===== config.mk =====
export PLATFORM = sky130hd
export DESIGN_NAME = drbg_cmd_seq
export DESIGN_NICKNAME = d
export VERILOG_FILES = /design/src/rtl/dseq_pkg.sv /design/src/rtl/dseq_hdr_decode.sv /design/src/rtl/dseq_cipher_stub.sv /design/src/rtl/drbg_cmd_seq.sv
export SDC_FILE = /design/constraint.sdc
export NUM_CORES = 1
export LEC_CHECK = 0
export BUFFER_PORTS_ARGS = -buffer_cell sky130_fd_sc_hd__buf_2
export CAP_MARGIN = 5
export CORE_UTILIZATION = 60
export CTS_CLUSTER_DIAMETER = 100
export DETAILED_ROUTE_END_ITERATION = 6
export PLACE_DENSITY = 0.84
export SETUP_SLACK_MARGIN = 0.15
export SKIP_CTS_REPAIR_TIMING = 1
export SYNTH_ARGS = -nofsm -noshare
export SYNTH_HDL_FRONTEND = slang
export SYNTH_SLANG_ARGS = --single-unit

===== constraint.sdc =====
create_clock -name clk -period 3.4 [get_ports clk]
set_clock_uncertainty 0.15 [all_clocks]
set_input_delay 0.68 -clock clk [delete_from_list [all_inputs] [get_ports clk]]
set_output_delay 0.68 -clock clk [all_outputs]
set_load 0.005 [all_outputs]

===== src/rtl/dseq_pkg.sv =====
package dseq_pkg;
  localparam int CMD_W  = 32;
  localparam int GLEN_W = 13;

  localparam logic [3:0] OP_INST   = 4'd1;
  localparam logic [3:0] OP_RESEED = 4'd2;
  localparam logic [3:0] OP_GEN    = 4'd3;
  localparam logic [3:0] OP_UPD    = 4'd4;
  localparam logic [3:0] OP_UNINST = 4'd5;

  localparam logic [3:0] MB_TRUE  = 4'h6;
  localparam logic [3:0] MB_FALSE = 4'h9;

  typedef struct packed {
    logic [6:0]        rsvd;
    logic [GLEN_W-1:0] glen;
    logic [3:0]        flag0;
    logic [3:0]        clen;
    logic [3:0]        op;
  } hdr_t;

  typedef enum logic [2:0] {
    S_IDLE, S_ADATA, S_DISP, S_ENT, S_GEN, S_WAIT, S_OUT
  } st_e;
endpackage


===== src/rtl/dseq_hdr_decode.sv =====
module dseq_hdr_decode
  import dseq_pkg::*;
(
  input  logic [3:0] op,
  input  logic [3:0] flag0,
  input  logic [6:0] rsvd,
  output logic       known,
  output logic       seed_op,
  output logic       is_gen,
  output logic       is_uninst,
  output logic       f0_ok,
  output logic       f0_true
);
  always_comb begin
    known     = (rsvd == '0) && (op >= OP_INST) && (op <= OP_UNINST);
    seed_op   = (op == OP_INST) || (op == OP_RESEED);
    is_gen    = (op == OP_GEN);
    is_uninst = (op == OP_UNINST);
    f0_true   = (flag0 == MB_TRUE);
    f0_ok     = f0_true || (flag0 == MB_FALSE);
  end
endmodule


===== src/rtl/dseq_cipher_stub.sv =====
module dseq_cipher_stub #(
  parameter int LAT   = 4,
  parameter int BLK_W = 128,
  parameter int CTR_W = 32
) (
  input  logic             clk,
  input  logic             rst,
  input  logic             req,
  input  logic [CTR_W-1:0] ctr_in,
  output logic             busy,
  output logic             done,
  output logic [BLK_W-1:0] blk
);
  localparam int NL  = BLK_W / CTR_W;
  localparam int CNW = (LAT > 1) ? $clog2(LAT) : 1;

  logic [CNW-1:0]   cnt;
  logic [CTR_W-1:0] ctr_q;
  logic [BLK_W-1:0] pat;

  for (genvar i = 0; i < NL; i++) begin : g_lane
    if (i % 2 == 0) begin : g_even
      assign pat[i*CTR_W +: CTR_W] = ctr_q;
    end else begin : g_odd
      assign pat[i*CTR_W +: CTR_W] = ~ctr_q;
    end
  end

  always_ff @(posedge clk) begin
    if (rst) begin
      busy  <= 1'b0;
      done  <= 1'b0;
      cnt   <= '0;
      ctr_q <= '0;
      blk   <= '0;
    end else begin
      done <= 1'b0;
      if (!busy) begin
        if (req) begin
          busy  <= 1'b1;
          cnt   <= CNW'(LAT - 1);
          ctr_q <= ctr_in;
        end
      end else if (cnt == '0) begin
        busy <= 1'b0;
        done <= 1'b1;
        blk  <= pat;
      end else begin
        cnt <= cnt - 1'b1;
      end
    end
  end
endmodule


===== src/rtl/drbg_cmd_seq.sv =====
module drbg_cmd_seq
  import dseq_pkg::*;
#(
  parameter int CIPHER_LAT = 4,
  parameter int BLK_W      = 128,
  parameter int CTR_W      = 32
) (
  input  logic             clk,
  input  logic             rst,
  input  logic             cmd_valid,
  output logic             cmd_ready,
  input  logic [CMD_W-1:0] cmd_data,
  output logic             es_req,
  input  logic             es_ack,
  input  logic             es_fips,
  input  logic             halt,
  output logic             out_valid,
  input  logic             out_ready,
  output logic [BLK_W-1:0] out_data,
  output logic             out_fips,
  output logic             rsp_valid,
  output logic             rsp_err,
  output logic             fips,
  output logic             recov_alert,
  output logic             flag0_err_sts
);
  st_e               st;
  hdr_t              in_hdr, hdr_q;
  logic [3:0]        ad_cnt;
  logic [GLEN_W-1:0] remain;
  logic [CTR_W-1:0]  ctr;
  logic              fips_q, seed_fips_q;
  logic              known, seed_op, is_gen, is_uninst, f0_ok, f0_true;
  logic              cipher_req, stub_busy, blk_done;
  logic [BLK_W-1:0]  blk;

  assign in_hdr = cmd_data;

  dseq_hdr_decode u_dec (
    .op(hdr_q.op), .flag0(hdr_q.flag0), .rsvd(hdr_q.rsvd),
    .known(known), .seed_op(seed_op), .is_gen(is_gen), .is_uninst(is_uninst),
    .f0_ok(f0_ok), .f0_true(f0_true)
  );

  assign cipher_req = (st == S_GEN) && (remain != '0) && !halt && !stub_busy;

  dseq_cipher_stub #(.LAT(CIPHER_LAT), .BLK_W(BLK_W), .CTR_W(CTR_W)) u_stub (
    .clk(clk), .rst(rst), .req(cipher_req), .ctr_in(ctr),
    .busy(stub_busy), .done(blk_done), .blk(blk)
  );

  assign cmd_ready = (st == S_IDLE) || (st == S_ADATA);
  assign fips      = fips_q;

  always_ff @(posedge clk) begin
    if (rst) begin
      st            <= S_IDLE;
      hdr_q         <= '0;
      ad_cnt        <= '0;
      remain        <= '0;
      ctr           <= '0;
      fips_q        <= 1'b0;
      seed_fips_q   <= 1'b0;
      es_req        <= 1'b0;
      out_valid     <= 1'b0;
      out_data      <= '0;
      out_fips      <= 1'b0;
      rsp_valid     <= 1'b0;
      rsp_err       <= 1'b0;
      recov_alert   <= 1'b0;
      flag0_err_sts <= 1'b0;
    end else begin
      rsp_valid   <= 1'b0;
      recov_alert <= 1'b0;
      unique case (st)
        S_IDLE: if (cmd_valid) begin
          hdr_q  <= in_hdr;
          ad_cnt <= '0;
          st     <= (in_hdr.clen == '0) ? S_DISP : S_ADATA;
        end
        S_ADATA: if (cmd_valid) begin
          ad_cnt <= ad_cnt + 4'd1;
          if (ad_cnt == hdr_q.clen - 4'd1) st <= S_DISP;
        end
        S_DISP: begin
          if (!known) begin
            rsp_valid <= 1'b1;
            rsp_err   <= 1'b1;
            st        <= S_IDLE;
          end else if (seed_op) begin
            if (!f0_ok) begin
              recov_alert   <= 1'b1;
              flag0_err_sts <= 1'b1;
              rsp_valid     <= 1'b1;
              rsp_err       <= 1'b1;
              st            <= S_IDLE;
            end else if (f0_true) begin
              fips_q      <= 1'b0;
              seed_fips_q <= 1'b0;
              ctr         <= '0;
              rsp_valid   <= 1'b1;
              rsp_err     <= 1'b0;
              st          <= S_IDLE;
            end else begin
              es_req <= 1'b1;
              st     <= S_ENT;
            end
          end else if (is_gen) begin
            remain <= hdr_q.glen;
            st     <= S_GEN;
          end else begin
            if (is_uninst) begin
              fips_q      <= 1'b0;
              seed_fips_q <= 1'b0;
              ctr         <= '0;
            end
            rsp_valid <= 1'b1;
            rsp_err   <= 1'b0;
            st        <= S_IDLE;
          end
        end
        S_ENT: if (es_ack) begin
          es_req      <= 1'b0;
          fips_q      <= 1'b1;
          seed_fips_q <= es_fips;
          ctr         <= '0;
          rsp_valid   <= 1'b1;
          rsp_err     <= 1'b0;
          st          <= S_IDLE;
        end
        S_GEN: begin
          if (remain == '0) begin
            rsp_valid <= 1'b1;
            rsp_err   <= 1'b0;
            st        <= S_IDLE;
          end else if (cipher_req) begin
            ctr <= ctr + 1'b1;
            st  <= S_WAIT;
          end
        end
        S_WAIT: if (blk_done) begin
          out_data  <= blk;
          out_fips  <= seed_fips_q;
          out_valid <= 1'b1;
          remain    <= remain - 1'b1;
          st        <= S_OUT;
        end
        S_OUT: if (out_ready) begin
          out_valid <= 1'b0;
          st        <= S_GEN;
        end
        default: st <= S_IDLE;
      endcase
    end
  end
endmodule


# Yosys cells after proc, flatten, opt, wreduce, memory -nomap -nowiden
# Cells that the tools add are included.
# classes
add_sub_neg	5
order_cmp	2
n_eq_ne	36
mux	74
bitwise_logic	6
n_reduce_logical	38
# op_table
operator	n
$mux 32	9
$pmux 32 s3	1
$mux 13	4
$mux 3	11
$add 32x1->32 const B	1
$mux 1	32
$not 32->32	1
$ne 2x2->1 const B	13
$pmux 13 s2	1
$pmux 3 s7	1
$reduce_and 7->1	2
$logic_not 13->1	1
$reduce_bool 13->1	1
$sub 13x1->13 const B	1
$mux 2	6
$ne 3x3->1 const B	4
$reduce_and 2->1	5
$reduce_and 5->1	2
$reduce_bool 2->1	5
$eq 3x3->1 const B	3
$reduce_and 9->1	1
$eq 4x2->1 const B	2
$eq 4x3->1 const B	2
$mux 4	2
other kinds (31)	50
# totals
reg_bits	385
inputBits	39
out_inout_bits	137
word_cells	185

# Longest topological paths before layout
# depth
ltp_word	7
mapped_depth	10
depth_no_buf	8

# Hierarchy
# From an unflattened synthesis, not the netlist that was laid out.
# unflattened
hier_cells	1625
hier_area_um2	12867.3
# by_module_without_submodules
module	instances	cells_per_inst	area_each_um2	seq_area_each_um2
drbg_cmd_seq	1	1115	8740.9	4424.2
dseq_cipher_stub	1	498	4031.4	2001.9
dseq_hdr_decode	1	12	95.1	0.0

# Worst setup path before layout
# No wires, ideal clock.
# synth_timing
kind	reg2reg
start	reg remain[0]
end	reg ctr[10]
setup_time_ns	0.070
arrival_time_ns	2.107
required_time_ns	3.180
slack_ns	1.073
stages_incl_launch_ff	11
n_path_buf	2
synth_period_minus_slack_ns	2.327
path_cell_list	dfxtp_1 inv_1 ha_1 nor3b_2 and4_1 o31ai_2 buf_4 nand3_4 buf_2 or3_1 a21oi_1
# synth_via
elab_chain_len	6
elab_cells_between_ends	8
classes_between	eq/ne (2); reduce/logical (6)
# synth_lines
item	line	rtl
start, declared	drbg_cmd_seq.sv:30	logic [GLEN_W-1:0] remain;
start signal, assigned	drbg_cmd_seq.sv:109	remain <= hdr_q.glen;
start signal, assigned	drbg_cmd_seq.sv:145	remain <= remain - 1'b1;
$reduce_bool 13->1	drbg_cmd_seq.sv:45	assign cipher_req = (st == S_GEN) && (remain != '0) && !halt && !stub_busy;
$logic_and 1x1->1 (3 in series)	drbg_cmd_seq.sv:45	
$ne 2x2->1 (no source line)	-	
$reduce_and 9->1 (no source line) *	-	
end signal, assigned	drbg_cmd_seq.sv:137	ctr <= ctr + 1'b1;
end, declared	drbg_cmd_seq.sv:31	logic [CTR_W-1:0] ctr;
# Every way passes the cells marked *; elsewhere a longest branch is shown, timed or not.
# A chain may end at the register's enable or synchronous reset.

# Worst setup path in the final report
# layout_timing
start	reg remain[0]
end	reg ctr[27]
# Same word-level chain as after synthesis.

==> results.md <==
* Largest net degree at the start of global routing at 122
* Total CTS buffers at 26
* Area leader, netlist: dfxtp_1
* Final Hold Vio Count at 0
* Routed len/inst at between 10 and 15 µm
* Commonest non-fill, non-tap cell in the layout: nand2_1
* Starting Density at 0.615
* Core ar. at 17400 µm²
* Mapped Avg Cell Area at between 7 and 8 µm²
* # fillers at 1396
* Setup tns final at 0 ps
* Area grow syn2layout at 13.6%
* Die X-Extent at 135 µm
* PwrDens at 541 nW/µm²
* Cells after Synth at 1359
* Critical Path End Type: flip-flop
* Worst setup path end: ctr[27]$_SDFFE_PP0P_
* Row cnt at 48
* Mapped cell area at 10700 µm²
* Seq cells post-synth at 257
* Slowest CP cell: or4_1
* Most frequent cells in the layout: 369 x nand2_1, 257 x dfxtp_1, 224 x a21oi_1
* Die area at between 15000 and 20000 µm²
* Htree depth at 1
* Antenna-violating nets left at 0
* Sequential share of the synthesized area at 0.482
* RSZ-0062 raised after global routing: false
* Syn Nets at 1403
* Min cycle time layout at approximately 3000 ps
* Setup CP Type: reg2reg
* CP required at 3690 ps
* DRC viols at 0
* Worst min path class: in2reg
* Reg-to-Reg Start: remain[0]$_SDFFE_PP0P_
* Flop2flop setup slack at 380 ps
* Reg2Reg Depth at 8
* Most common flop cell mapped by yosys: dfxtp_1
* Drt initial violations at just under 800
* Die Ht at ~140 µm
* Post-DP Area at about 11000 µm²
* Synth top area cells: dfxtp_1 48%, nand2_1 13%, a21oi_1 10%, buf_4 4.6%, nor2_1 3.4%
* Crit-path max cell delay at about 590 ps
* Worst setup startpoint: remain[0]$_SDFFE_PP0P_
* Diodes inserted at 0
* Synth top area share at 0.482
* Post-synthesis async set-or-reset flop share at 0
* Final count of pins violating max slew at 0
* Clk root buf: clkbuf_16
* VDD IR-drop max at roughly 0.45 mV
* EDFF count, synth at 0
* Vias per inst at 5.65
* Final HPWL DP at 16000 µm
* CP Cell Sequence: inv_1 -> ha_1 -> nor3b_2 -> and4_1 -> o31ai_2 -> nand3_2 -> or4_1 -> a21oi_1
* Vias at 9446
* Post-route cell area at 12100 µm²
* Synthesis Warnings at 0
* Global placer's final weighted congestion at roughly 0.84
* Actual slew at the worst max-slew pin at 835 ps
* Layout cells sized above 1 at 0.182
* Worst skew pair latency at 520 ps
* Total routed wirelength at 24700 µm
* Wire length of the first global-routing pass at slightly above 40000 µm
* Clk buf depth at 3
* Pleak at 4.67 nW
* Synth unique cells at 66
* NumNets Final at about 1500
* CP Launch Type: flip-flop
* Register clock-pin slew on the reported worst setup and hold paths at 60 ps
* Antenna violations before repair at 0
* CTS tree: done
* Slew HR at 0.443
* # IOs at between 150 and 200
* Max-cap viol count at 0
* Period Utilization, post-route at 0.887
* Outcome: finished clean
* Via count of the first global-routing pass at 8411
* Worst R2R End: ctr[27]$_SDFFE_PP0P_
* Fmax at 332 MHz
* First-pass DRT Iterations at 5
* Crit path arrival time at around 3300 ps
* Remaining global-route overflow at 0
* Final setup violation count at 0
* Clock Sink Count at 257
* Crit path max fanout at 21
* Total track usage at 0.266
* Port bufs at 175
-- cell usage after synthesis, drive strengths merged (7+ instances only) --
master	count
nand2	371
dfxtp	257
a21oi	228
nor2	96
buf	91
clkbuf	56
o21ai	51
nand3	25
nand4	17
inv	15
or3	13
o31ai	12
nor3	11
or4	9
a22oi	8
and2	8
nor4	7
xor2	7
-- flip-flops by register name (all words and copies together), names as in the netlist, 3 cells and up --
name / flops
out_data: 64
u_stub.blk: 64
ctr: 32
hdr_q: 32
u_stub.ctr_q: 32
remain: 13
ad_cnt: 4
st: 3
-- how the worst min path moves through the flow --
| stage | startpoint | end | depth (start not counted) |
|---|---|---|---|
| global placement | flag0_err_sts$_SDFFE_PP0P_ | flag0_err_sts$_SDFFE_PP0P_ | 2 |
| detailed placement | flag0_err_sts$_SDFFE_PP0P_ | flag0_err_sts$_SDFFE_PP0P_ | 2 |
| CTS | cmd_data[21] | hdr_q[21]$_SDFFE_PP0P_ | 3 |
| global route | cmd_data[14] | hdr_q[14]$_SDFFE_PP0P_ | 3 |
| finish | cmd_data[15] | hdr_q[15]$_SDFFE_PP0P_ | 3 |
| floorplan | u_stub.blk[100]$_SDFFE_PP0P_ | out_data[100]$_SDFFE_PP0P_ | 2 |
-- critical path: cells and delay by family (launching register included) --
family	cells	cell delay [ps]
adders and majority gates	1	220
AOI/OAI and AO/OA	2	650
and+or+nand+nor	4	1490
buffers and inverters	1	70
DFF	1	350
-- through the flow --
step / std cells / hold slack [ps] / util / worst slack [ps] / total power (W)
after floorplan: 1359 / 279 / - / 1070 / 0.00342
after global placement: 1626 / 281 / 0.643 / 550 / 0.00350
after CTS: 1673 / 233 / 0.699 / 407 / 0.00659
after global routing: 1673 / 244 / 0.699 / 195 / 0.00676
final: 1673 / 241 / 0.699 / 384 / 0.00656
after detailed placement: 1626 / 289 / 0.643 / 487 / 0.00351
-- cells by family (layout without fill, tap and decap cells) --
| family | after synthesis | in the layout | synth area share |
|---|---|---|---|
| AOI/OAI and AO/OA | 325 | 325 | 0.166 |
| xor gates and xnor gates | 13 | 13 | 0.0107 |
| adders and majority gates | 6 | 6 | 0.00679 |
| buffers and inverters | 162 | 251 | 0.0825 |
| DFF | 257 | 257 | 0.482 |
| muxes | 4 | 4 | 0.00375 |
| and+or+nand+nor | 592 | 592 | 0.248 |
-- layer usage --
metal,track usage,part of all wire,vias to the layer above,wire length (µm)
met3,0.0355,0.060,28,1470
met4,0.0630,0.012,0,290
met1,0.368,0.45,4436,11000
met5,0,0,-,0
li1,-,-,4653,-
met2,0.440,0.48,329,11900
-- where the power goes --
group	total, W	leakage (nW)	switching, W	internal [W]
registers	0.00311	2.07	0.0000554	0.00305
clock network	0.00311	0.470	0.00117	0.00194
logic	0.000339	2.13	0.000214	0.000124
total	0.00656	4.67	0.00144	0.00512
-- layout make-up --
cell class	count	area [µm²]	area share
clock inverters	11	166	0.0137
clock buffers	36	800	0.0659
multi-input cells	940	4670	0.385
repair buffers	189	1010	0.0834
flip-flops and latches	257	5140	0.424
inverters	15	56.3	0.00464
well taps	225	282	0.0232
(Power assumes the default switching activity.)
